### src/rtl/bch_syn_pkg.sv
package bch_syn_pkg;
  localparam int unsigned GF_M  = 5;
  localparam int unsigned N_DIV = 3;

  typedef logic [GF_M-1:0] gf_t;

  // low terms of the monic field polynomial x^5+x^2+1
  localparam gf_t FIELD_TAPS = 5'b00101;

  typedef enum logic [1:0] {ST_IDLE, ST_COLLECT, ST_EVAL} st_e;

  function automatic gf_t div_taps(int unsigned d);
    case (d)
      0:       return 5'b00101;  // x^5+x^2+1
      1:       return 5'b11101;  // x^5+x^4+x^3+x^2+1
      default: return 5'b10111;  // x^5+x^4+x^2+x+1
    endcase
  endfunction

  // divider holding the minimal polynomial of alpha^i (i is 1-based)
  function automatic int unsigned div_of_syn(int unsigned i);
    case (i)
      1, 2, 4: return 0;
      3, 6:    return 1;
      default: return 2;
    endcase
  endfunction
endpackage

### src/rtl/bch_lfsr_div.sv
module bch_lfsr_div #(
  parameter int unsigned   W    = 5,
  parameter logic [W-1:0]  TAPS = '0
) (
  input  logic         clk_i,
  input  logic         rst_ni,
  input  logic         clr_i,   // restart from zero (merged with a shift when en_i)
  input  logic         en_i,
  input  logic         bit_i,
  output logic [W-1:0] rem_o
);
  logic [W-1:0] base, nxt;

  always_comb begin
    base = clr_i ? '0 : rem_o;
    nxt  = {base[W-2:0], bit_i} ^ (base[W-1] ? TAPS : '0);
  end

  always_ff @(posedge clk_i or negedge rst_ni) begin
    if (!rst_ni)    rem_o <= '0;
    else if (en_i)  rem_o <= nxt;
    else if (clr_i) rem_o <= '0;
  end
endmodule

### src/rtl/bch_spread_seq.sv
module bch_spread_seq
  import bch_syn_pkg::*;
#(
  parameter int unsigned NSYN = 6,
  localparam int unsigned W  = GF_M,
  localparam int unsigned IW = $clog2(NSYN + 1),
  localparam int unsigned KW = $clog2(W)
) (
  input  logic          clk_i,
  input  logic          rst_ni,
  input  logic          go_i,
  input  logic          abort_i,
  input  gf_t           rems_i [N_DIV],
  output logic          active_o,
  output logic          first_o,
  output logic          syn_end_o,
  output logic          bit_o,
  output logic [IW-1:0] idx_o
);
  logic [IW-1:0] idx_q, z_q;
  logic [KW-1:0] k_q;
  gf_t           rem_sel;

  always_comb begin
    rem_sel   = rems_i[div_of_syn(int'(idx_q))];
    bit_o     = (z_q == '0) ? rem_sel[k_q] : 1'b0;
    first_o   = active_o && (k_q == KW'(W - 1)) && (z_q == '0);
    syn_end_o = active_o && (k_q == '0) && (z_q == '0);
    idx_o     = idx_q;
  end

  always_ff @(posedge clk_i or negedge rst_ni) begin
    if (!rst_ni) begin
      active_o <= 1'b0;
      idx_q    <= IW'(1);
      k_q      <= KW'(W - 1);
      z_q      <= '0;
    end else if (abort_i) begin
      active_o <= 1'b0;
    end else if (go_i) begin
      active_o <= 1'b1;
      idx_q    <= IW'(1);
      k_q      <= KW'(W - 1);
      z_q      <= '0;
    end else if (active_o) begin
      if (syn_end_o) begin
        if (idx_q == IW'(NSYN)) active_o <= 1'b0;
        idx_q <= idx_q + IW'(1);
        k_q   <= KW'(W - 1);
        z_q   <= '0;
      end else if (z_q == idx_q - IW'(1)) begin
        z_q <= '0;
        k_q <= k_q - KW'(1);
      end else begin
        z_q <= z_q + IW'(1);
      end
    end
  end
endmodule

### src/rtl/bch_syndrome_calc.sv
module bch_syndrome_calc
  import bch_syn_pkg::*;
#(
  parameter int unsigned N_BITS = 31,
  parameter int unsigned NSYN   = 6,
  localparam int unsigned W  = GF_M,
  localparam int unsigned CW = $clog2(N_BITS),
  localparam int unsigned IW = $clog2(NSYN + 1)
) (
  input  logic            clk_i,
  input  logic            rst_ni,
  input  logic            start_i,
  input  logic            valid_i,
  input  logic            bit_i,
  output logic            done_o,
  output logic [NSYN*W-1:0] synd_o
);
  st_e           st_q;
  logic [CW-1:0] cnt_q;
  logic          collect_en, last_bit;
  gf_t           div_rem [N_DIV];
  logic          seq_active, seq_first, seq_end, seq_bit;
  logic [IW-1:0] seq_idx, pend_idx_q;
  logic          pend_q;
  gf_t           eval_rem;
  gf_t           syn_q [NSYN];

  assign collect_en = (st_q == ST_COLLECT) && valid_i && !start_i;
  assign last_bit   = collect_en && (cnt_q == CW'(N_BITS - 1));

  for (genvar d = 0; d < N_DIV; d++) begin : g_div
    bch_lfsr_div #(.W(W), .TAPS(div_taps(d))) i_div (
      .clk_i, .rst_ni,
      .clr_i (start_i),
      .en_i  (collect_en),
      .bit_i (bit_i),
      .rem_o (div_rem[d])
    );
  end

  bch_spread_seq #(.NSYN(NSYN)) i_seq (
    .clk_i, .rst_ni,
    .go_i      (last_bit),
    .abort_i   (start_i),
    .rems_i    (div_rem),
    .active_o  (seq_active),
    .first_o   (seq_first),
    .syn_end_o (seq_end),
    .bit_o     (seq_bit),
    .idx_o     (seq_idx)
  );

  bch_lfsr_div #(.W(W), .TAPS(FIELD_TAPS)) i_reduce (
    .clk_i, .rst_ni,
    .clr_i (seq_first),
    .en_i  (seq_active),
    .bit_i (seq_bit),
    .rem_o (eval_rem)
  );

  always_ff @(posedge clk_i or negedge rst_ni) begin
    if (!rst_ni) begin
      st_q  <= ST_IDLE;
      cnt_q <= '0;
    end else if (start_i) begin
      st_q  <= ST_COLLECT;
      cnt_q <= '0;
    end else begin
      case (st_q)
        ST_COLLECT: begin
          if (collect_en) cnt_q <= cnt_q + CW'(1);
          if (last_bit)   st_q  <= ST_EVAL;
        end
        ST_EVAL: if (pend_q && pend_idx_q == IW'(NSYN)) st_q <= ST_IDLE;
        default: ;
      endcase
    end
  end

  // write-back one cycle after each syndrome's final shift
  always_ff @(posedge clk_i or negedge rst_ni) begin
    if (!rst_ni) begin
      pend_q     <= 1'b0;
      pend_idx_q <= '0;
      done_o     <= 1'b0;
      for (int s = 0; s < NSYN; s++) syn_q[s] <= '0;
    end else if (start_i) begin
      pend_q <= 1'b0;
      done_o <= 1'b0;
      for (int s = 0; s < NSYN; s++) syn_q[s] <= '0;
    end else begin
      pend_q     <= seq_end;
      pend_idx_q <= seq_idx;
      done_o     <= pend_q && (pend_idx_q == IW'(NSYN));
      if (pend_q)
        for (int s = 0; s < NSYN; s++)
          if (pend_idx_q == IW'(s + 1)) syn_q[s] <= eval_rem;
    end
  end

  for (genvar s = 0; s < NSYN; s++) begin : g_out
    assign synd_o[s*W +: W] = syn_q[s];
  end
endmodule

### config.mk
export PLATFORM = sky130hd
export DESIGN_NAME = bch_syndrome_calc
export DESIGN_NICKNAME = d
export VERILOG_FILES = /design/src/rtl/bch_syn_pkg.sv /design/src/rtl/bch_lfsr_div.sv /design/src/rtl/bch_spread_seq.sv /design/src/rtl/bch_syndrome_calc.sv
export SDC_FILE = /design/constraint.sdc
export NUM_CORES = 1
export LEC_CHECK = 0
export CORE_ASPECT_RATIO = 0.7
export CORE_UTILIZATION = 40
export CTS_CLUSTER_DIAMETER = 150
export CTS_CLUSTER_SIZE = 14
export DETAILED_ROUTE_END_ITERATION = 8
export DONT_BUFFER_PORTS = 1
export PLACE_DENSITY = 0.54
export SLEW_MARGIN = 20
export SYNTH_ARGS = -nofsm -noshare
export SYNTH_HDL_FRONTEND = slang
export SYNTH_SLANG_ARGS = --single-unit
### constraint.sdc
create_clock -name clk_i -period 2.4 [get_ports clk_i]
set_clock_uncertainty 0.1 [all_clocks]
set_input_delay 0.12 -clock clk_i [delete_from_list [all_inputs] [get_ports clk_i]]
set_output_delay 0.12 -clock clk_i [all_outputs]
set_load 0.02 [all_outputs]
==> After elaboration in Yosys (flattened, before gate mapping) <==
Index checks and enable logic that the tools add are counted.
W data, S select, Z words.
{ "word_totals": {"register_bits": 72, "inputBits": 5, "output_inout_bits": 31, "elab_cells": 139} }
{ "op_classes": {"n_addsub": 5, "n_lt_le_gt_ge": 2, "n_eq_ne": 18, "n_mux": 52, "n_bitwise": 6, "reduce_logical": 37} }
{ "op_table": {"columns": ["op", "count"], "rows": [
  ["$mux W5", 21],
  ["$mux W30", 2],
  ["$mux W3", 13],
  ["$ge A33 B3 Y1 const B", 1],
  ["$not A2 Y33", 1],
  ["$reduce_bool A2 Y1", 11],
  ["$xor A5 B5 Y5", 4],
  ["$eq A3 B3 Y1 const B", 6],
  ["$reduce_and A2 Y1", 8],
  ["$eq A3 B2 Y1 const B", 4],
  ["$bmux W5 S2", 1],
  ["$mux W1", 9],
  ["$reduce_and A3 Y1", 3],
  ["$logic_and A1 B1 Y1", 8],
  ["$pmux W2 S2", 2],
  ["$add A3 B1 Y3 const B", 2],
  ["$eq A3 B1 Y1 const B", 2],
  ["$logic_not A3 Y1", 2],
  ["$mux W2", 3],
  ["$reduce_bool A3 Y1", 2],
  ["$sub A3 B1 Y3 const B", 2],
  ["$add A5 B1 Y5 const B", 1],
  ["$eq A5 B5 Y1 const B", 1],
  ["$lt A3 B4 Y1 const B", 1],
  ["other kinds (10)", 10]
]} }

==> Depth between registers and ports, before layout <==
{ "logic_depth": {"word_depth": 12, "mapped_depth": 8, "mapped_depth_nobuf": 7} }

==> Hierarchy <==
A second synthesis with hierarchy kept.
{ "unflattened": {"hier_cells": 322, "area_unflattened_um2": 3584.7} }
{ "by_module_without_submodules": {"columns": ["module", "instances", "cells_each", "area_per_inst_um2"], "rows": [
  ["bch_syndrome_calc", 1, 145, 1779.2],
  ["bch_spread_seq", 1, 93, 849.6],
  ["bch_lfsr_div at g_div[0].i_div ...", 2, 20, 231.5],
  ["bch_lfsr_div at g_div[1].i_div", 1, 22, 250.2],
  ["bch_lfsr_div at g_div[2].i_div", 1, 22, 242.7]
]} }

==> Worst setup path before layout <==
Ideal clock, no wire load.
{ "synth_timing": {"path_kind": "flip-flop to flip-flop", "startpoint": "register i_seq.idx_q[0], in the netlist i_seq.idx_o[0]", "endpoint": "register i_reduce.rem_o[0]", "setup_ns": 0.126, "t_arrival_ns": 2.054, "path_slack_ns": 0.119, "path_stages_with_launch": 8, "synth_period_minus_slack_ns": 2.281, "path_cell_list": "dfstp_2 -> inv_1 -> ha_1 -> mux2i_1 -> mux4_2 -> o2111ai_1 -> nand3_1 -> a221o_1"} }
{ "synth_via": {"elab_chain_len": 12, "elab_cells_between_ends": 17, "cone_classes": "5 x eq/ne; 8 x mux; 2 x bitwise; 2 x reduce/logical"} }
{ "synth_rtl": {"columns": ["item", "line", "source"], "rows": [
  ["start: declaration", "bch_spread_seq.sv:20", "logic [IW-1:0] idx_q, z_q;"],
  ["start signal: assignment", "bch_spread_seq.sv:48", "idx_q <= idx_q + IW'(1);"],
  ["$eq A3 B1 Y1, or another cell as far along", "bch_syn_pkg.sv:22", "case (i)"],
  ["$reduce_or A3 Y1 or $reduce_or A2 Y1 (tied branches)", "bch_syn_pkg.sv:22", null],
  ["$pmux W2 S2 *", "bch_syn_pkg.sv:22", null],
  ["$not A2 Y33 (not written as such) *", "bch_spread_seq.sv:25", "rem_sel = rems_i[div_of_syn(int'(idx_q))];"],
  ["$bmux W5 S2 *", "bch_spread_seq.sv:25", null],
  ["$mux W5 (not written as such) * (2 in series)", "bch_spread_seq.sv:25", null],
  ["$bmux W1 S3 *", "bch_spread_seq.sv:26", "bit_o = (z_q == '0) ? rem_sel[k_q] : 1'b0;"],
  ["$mux W1 (not written as such) *", "bch_spread_seq.sv:26", null],
  ["$mux W1 *", "bch_spread_seq.sv:26", null],
  ["$xor A5 B5 Y5 *", "bch_lfsr_div.sv:16", "nxt = {base[W-2:0], bit_i} ^ (base[W-1] ? TAPS : '0);"],
  ["$mux W5 *", "bch_lfsr_div.sv:21", "else if (en_i) rem_o <= nxt;"],
  ["end signal: assignment", "bch_lfsr_div.sv:21", null],
  ["end: declaration", "bch_lfsr_div.sv:10", "output logic [W-1:0] rem_o"]
]} }
Mark *: on every way between the ends. The rest lies on a longest branch, timed or not. The select of a mux whose other input is x is not followed.
A chain may end at the register's enable or synchronous reset.

==> Worst setup path after layout <==
Same ends and word-level chain as after synthesis.

==> flow_results.xml <==
<?xml version="1.0" encoding="UTF-8"?>
<metrics>
  <group name="detailed_routing">
    <metric name="post-route-drc-count" unit="">0</metric>
    <metric name="vias" unit="">2336</metric>
    <metric name="route.detailed.vias_per_inst" unit="">4.95</metric>
    <metric name="post_drt_wl_per_cell" unit="um">15.7</metric>
    <metric name="drt_pre_antenna_iters" unit="">4</metric>
    <metric name="totalWireLength" unit="mm">7.39</metric>
    <metric name="drtIter0Drc" unit="">110</metric>
    <metric name="ant_nets" unit="">0</metric>
  </group>
  <group name="clock_network">
    <metric name="clkLatencyLatePin" unit="ns">0.34</metric>
    <metric name="library_cell_used_as_clock_root_buffer" unit="">sky130_fd_sc_hd__clkbuf_16</metric>
    <metric name="htreeDepth" unit="">3</metric>
    <metric name="clock_sink_count" unit="">72</metric>
    <metric name="ctsLongestPathBuffers" unit="">2</metric>
    <metric name="cts_inserted_buffers" unit="">9</metric>
    <metric name="cts_tree" unit="">done</metric>
    <metric name="cts.clk_slew.worst_paths" unit="ns">0.06</metric>
  </group>
  <group name="floorplanning">
    <metric name="number_of_standard_cell_rows_in_the_floorplan" unit="">28</metric>
    <metric name="die_area" unit="mm^2">0.00916</metric>
    <metric name="core_area" unit="mm^2">0.00848</metric>
    <metric name="floorplan.die.width" unit="um">114</metric>
    <metric name="die_h" unit="um">80.4</metric>
    <metric name="floorplan.io_pins" unit="">36</metric>
    <metric name="start_util" unit="%">41.4</metric>
  </group>
  <group name="sta">
    <metric name="slew-limit-headroom" unit="%">63.6</metric>
    <metric name="timing.setup.tns" unit="ns">0</metric>
    <metric name="finalHoldViolCount" unit="">0</metric>
    <metric name="setup_violations" unit="">0</metric>
    <metric name="rsz0062_at_grt" unit="">no</metric>
    <metric name="worstMarginPinSlew" unit="ns">0.544</metric>
    <metric name="maxClockFrequency" unit="GHz">0.442</metric>
    <metric name="post-route-period-util" unit="%">94.2</metric>
    <metric name="final_period_minus_worst_setup_slack" unit="ns">2.26</metric>
    <metric name="timing.final.max_slew_violations" unit="">0</metric>
  </group>
  <group name="synth">
    <metric name="netlist.area_leader.share" unit="%">49.9</metric>
    <metric name="ys_top_cells_by_area" unit="">sky130_fd_sc_hd__dfrtp_1 50%, sky130_fd_sc_hd__mux2i_1 8.6%, sky130_fd_sc_hd__nor2_1 7.7%, sky130_fd_sc_hd__ha_1 3.9%, sky130_fd_sc_hd__xnor2_1 3.0%</metric>
    <metric name="post_synth_most_frequent_cells" unit="">72 x sky130_fd_sc_hd__nor2_1, 70 x sky130_fd_sc_hd__dfrtp_1, 30 x sky130_fd_sc_hd__mux2i_1, 18 x sky130_fd_sc_hd__a21oi_1, 17 x sky130_fd_sc_hd__nand2_1</metric>
    <metric name="synth.distinct_cells" unit="">49</metric>
    <metric name="yosysWarningCount" unit="">0</metric>
    <metric name="combined_area_of_all_synthesized_cells" unit="mm^2">0.00351</metric>
    <metric name="synth.yosys.seq_area_share" unit="%">51.4</metric>
    <metric name="synth_async_sr_flop_share" unit="%">100</metric>
    <metric name="cells_after_synthesis" unit="">340</metric>
    <metric name="avg_inst_size_synth" unit="um^2">10.3</metric>
    <metric name="most_common_cell_in_the_synthesized_netlist" unit="">sky130_fd_sc_hd__nor2_1</metric>
    <metric name="synth.ff_latch_count" unit="">72</metric>
    <metric name="synth-edff-count" unit="">0</metric>
    <metric name="synth.net_count" unit="">356</metric>
    <metric name="synthFlopType" unit="">sky130_fd_sc_hd__dfrtp_1</metric>
    <metric name="synth_top_cell_by_area" unit="">sky130_fd_sc_hd__dfrtp_1</metric>
  </group>
  <group name="final_layout">
    <metric name="finish.instance_area" unit="mm^2">0.00402</metric>
    <metric name="multiInputGateArea" unit="mm^2">0.00158</metric>
    <metric name="flow.area_growth_from_synthesis" unit="%">14.5</metric>
    <metric name="diodes_inserted" unit="">0</metric>
    <metric name="final_nets" unit="">363</metric>
    <metric name="sequential_cell_area" unit="mm^2">0.00180</metric>
    <metric name="fillCellCount" unit="">800</metric>
    <metric name="drive_above_1_share" unit="%">11.9</metric>
  </group>
  <group name="power_and_ir_drop">
    <metric name="worst_ir_drop_vdd" unit="mV">0.363</metric>
    <metric name="power.density" unit="mW/mm^2">656</metric>
    <metric name="power.leakage" unit="nW">1.76</metric>
  </group>
  <group name="place">
    <metric name="io_buffer_count" unit="">0</metric>
    <metric name="postPlaceCellArea" unit="mm^2">0.00365</metric>
    <metric name="final_weighted_congestion_in_routability_driven_placement" unit="">0.718</metric>
    <metric name="place_hpwl" unit="mm">4.89</metric>
  </group>
  <group name="worst_setup_path">
    <metric name="timing.setup.critical_path_class" unit="">register to register</metric>
    <metric name="worst-r2r-setup-slack" unit="ns">0.14</metric>
    <metric name="cp-end-kind" unit="">register</metric>
    <metric name="critical_path.max_fanout" unit="">4</metric>
    <metric name="cp.required" unit="ns">2.52</metric>
    <metric name="crit_arrival" unit="ns">2.38</metric>
    <metric name="critical_path.startpoint_type" unit="">register</metric>
  </group>
  <group name="job">
    <metric name="maxCapViolCount" unit="">0</metric>
  </group>
  <group name="status">
    <metric name="status" unit="">finished clean</metric>
  </group>
  <group name="grt">
    <metric name="wire_length_of_the_first_global_routing_pass" unit="mm">12.1</metric>
    <metric name="grt_pass1_vias" unit="">2226</metric>
    <metric name="grt_usage" unit="%">18.0</metric>
    <metric name="grt_overflow" unit="">0</metric>
    <metric name="antenna_found_initial" unit="">0</metric>
    <metric name="grt_start_max_net_pins" unit="">73</metric>
  </group>
  <group name="hold_path">
    <metric name="holdCritPathClass" unit="">primary input to register</metric>
  </group>
</metrics>
==> path summary, 6_finish.rpt <==
path / cells past startpoint / to / from
min in group asynchronous: 2 / g_div[2].i_div.rem_o[2]$_DFF_PN0_ / rst_ni
min: 2 / g_div[0].i_div.rem_o[0]$_DFF_PN0_ / start_i
min reg2reg: 2 / st_q[1]$_DFFE_PN0P_ / st_q[1]$_DFFE_PN0P_
max: 7 / i_reduce.rem_o[0]$_DFF_PN0_ / i_seq.idx_o[0]$_DFFE_PN1P_
max reg2reg: 7 / i_reduce.rem_o[0]$_DFF_PN0_ / i_seq.idx_o[0]$_DFFE_PN1P_
max in group asynchronous: 2 / i_seq.k_q[2]$_DFFE_PN1P_ / rst_ni
==> cells in the final DEF, fill, tap and decap left out, types with 2 or more instances in the layout <==
cell and instances:
sky130_fd_sc_hd__nand2_1 17, sky130_fd_sc_hd__buf_4 13, sky130_fd_sc_hd__or3_1 2, sky130_fd_sc_hd__clkbuf_16 9
sky130_fd_sc_hd__inv_1 12, sky130_fd_sc_hd__xnor2_1 12, sky130_fd_sc_hd__mux2i_1 29, sky130_fd_sc_hd__dfstp_2 2
sky130_fd_sc_hd__nor3_1 2, sky130_fd_sc_hd__a21oi_1 18, sky130_fd_sc_hd__nor2_1 72, sky130_fd_sc_hd__buf_16 2
sky130_fd_sc_hd__o21ai_0 10, sky130_fd_sc_hd__clkinvlp_4 2, sky130_fd_sc_hd__a211oi_1 9, sky130_fd_sc_hd__nor4bb_1 2
sky130_fd_sc_hd__dlygate4sd3_1 2, sky130_fd_sc_hd__o2111ai_1 2, sky130_fd_sc_hd__nand3_1 3, sky130_fd_sc_hd__xor2_1 7
sky130_fd_sc_hd__nand4_1 3, sky130_fd_sc_hd__nand4b_1 4, sky130_fd_sc_hd__or2_2 2, sky130_fd_sc_hd__clkbuf_1 2
sky130_fd_sc_hd__clkinv_2 2, sky130_fd_sc_hd__nand2b_1 4, sky130_fd_sc_hd__nand3b_1 2, sky130_fd_sc_hd__ha_1 11
sky130_fd_sc_hd__dfrtp_1 70, sky130_fd_sc_hd__o21bai_1 2
==> registers in the layout (all words and copies together), names as in the netlist, 2 cells and up <==
signal and flops:
synd_o 30, g_div.i_div.rem_o 15, cnt_q 5, i_reduce.rem_o 5
i_seq.idx_o 3, i_seq.k_q 3, i_seq.z_q 3, pend_idx_q 3
st_q 2
==> metal layers <==
| metal | wire length (um) | vias up | global-route usage, % |
|---|---|---|---|
| met2 | 2850 | 39 | 23.0 |
| met3 | 345 | 7 | 7.40 |
| met5 | 0 | - | 0 |
| met1 | 4130 | 1132 | 27.1 |
| li1 | - | 1158 | - |
| met4 | 67 | 0 | 4.94 |
==> what timing repair did <==
action	CTS	global route
hold buffers	4	0
hold endpoints to repair	129	0
setup buffers	0	2
resized for setup	0	2
endpoints found under the setup margin	0	3
==> power breakdown <==
| group | leakage [nW] | internal (mW) | total [mW] | switching, mW |
|---|---|---|---|---|
| clock | 0.126 | 0.697 | 1.20 | 0.505 |
| combinational | 0.656 | 0.0696 | 0.161 | 0.0919 |
| sequential | 0.977 | 1.24 | 1.27 | 0.0295 |
==> area by class of cell <==
type | instances | share of cell area [%]
multi-input cells | 234 | 39.3
clock inverters | 5 | 0.840
well taps | 120 | 3.73
repair buffers | 17 | 4.29
clock buffers | 11 | 5.79
flip-flops and latches | 72 | 44.9
inverters | 13 | 1.21
==> critical path, stage by stage, from the launching register on <==
cell                        delay (ns)
sky130_fd_sc_hd__dfstp_2          0.52
sky130_fd_sc_hd__inv_1            0.08
sky130_fd_sc_hd__ha_1             0.23
sky130_fd_sc_hd__mux2i_2          0.25
sky130_fd_sc_hd__mux4_2           0.34
sky130_fd_sc_hd__o2111ai_1        0.22
sky130_fd_sc_hd__nand3_1          0.10
sky130_fd_sc_hd__a221o_1          0.30
==> cells by family after synthesis <==
group / synth area share, %
mux: 9.84
simple gates: 16.4
compound gates: 9.05
buf+inv: 3.99
fa+ha+maj: 3.92
xor+xnor: 5.42
flops: 51.4
==> stage by stage <==
stage,util (%),instances,setup WS (ns),power [mW],hold slack [ns]
floorplan,-,340,0.119,1.39,-0.276
global placement,43.1,450,0.121,1.40,-0.271
detailed placement,43.1,450,0.0857,1.40,-0.271
CTS,47.1,470,0.0747,2.68,0.0143
global route,47.4,472,0.0173,2.75,0.0400
finish,47.4,472,0.139,2.64,0.0127
Power figures use the tool's default switching activity.
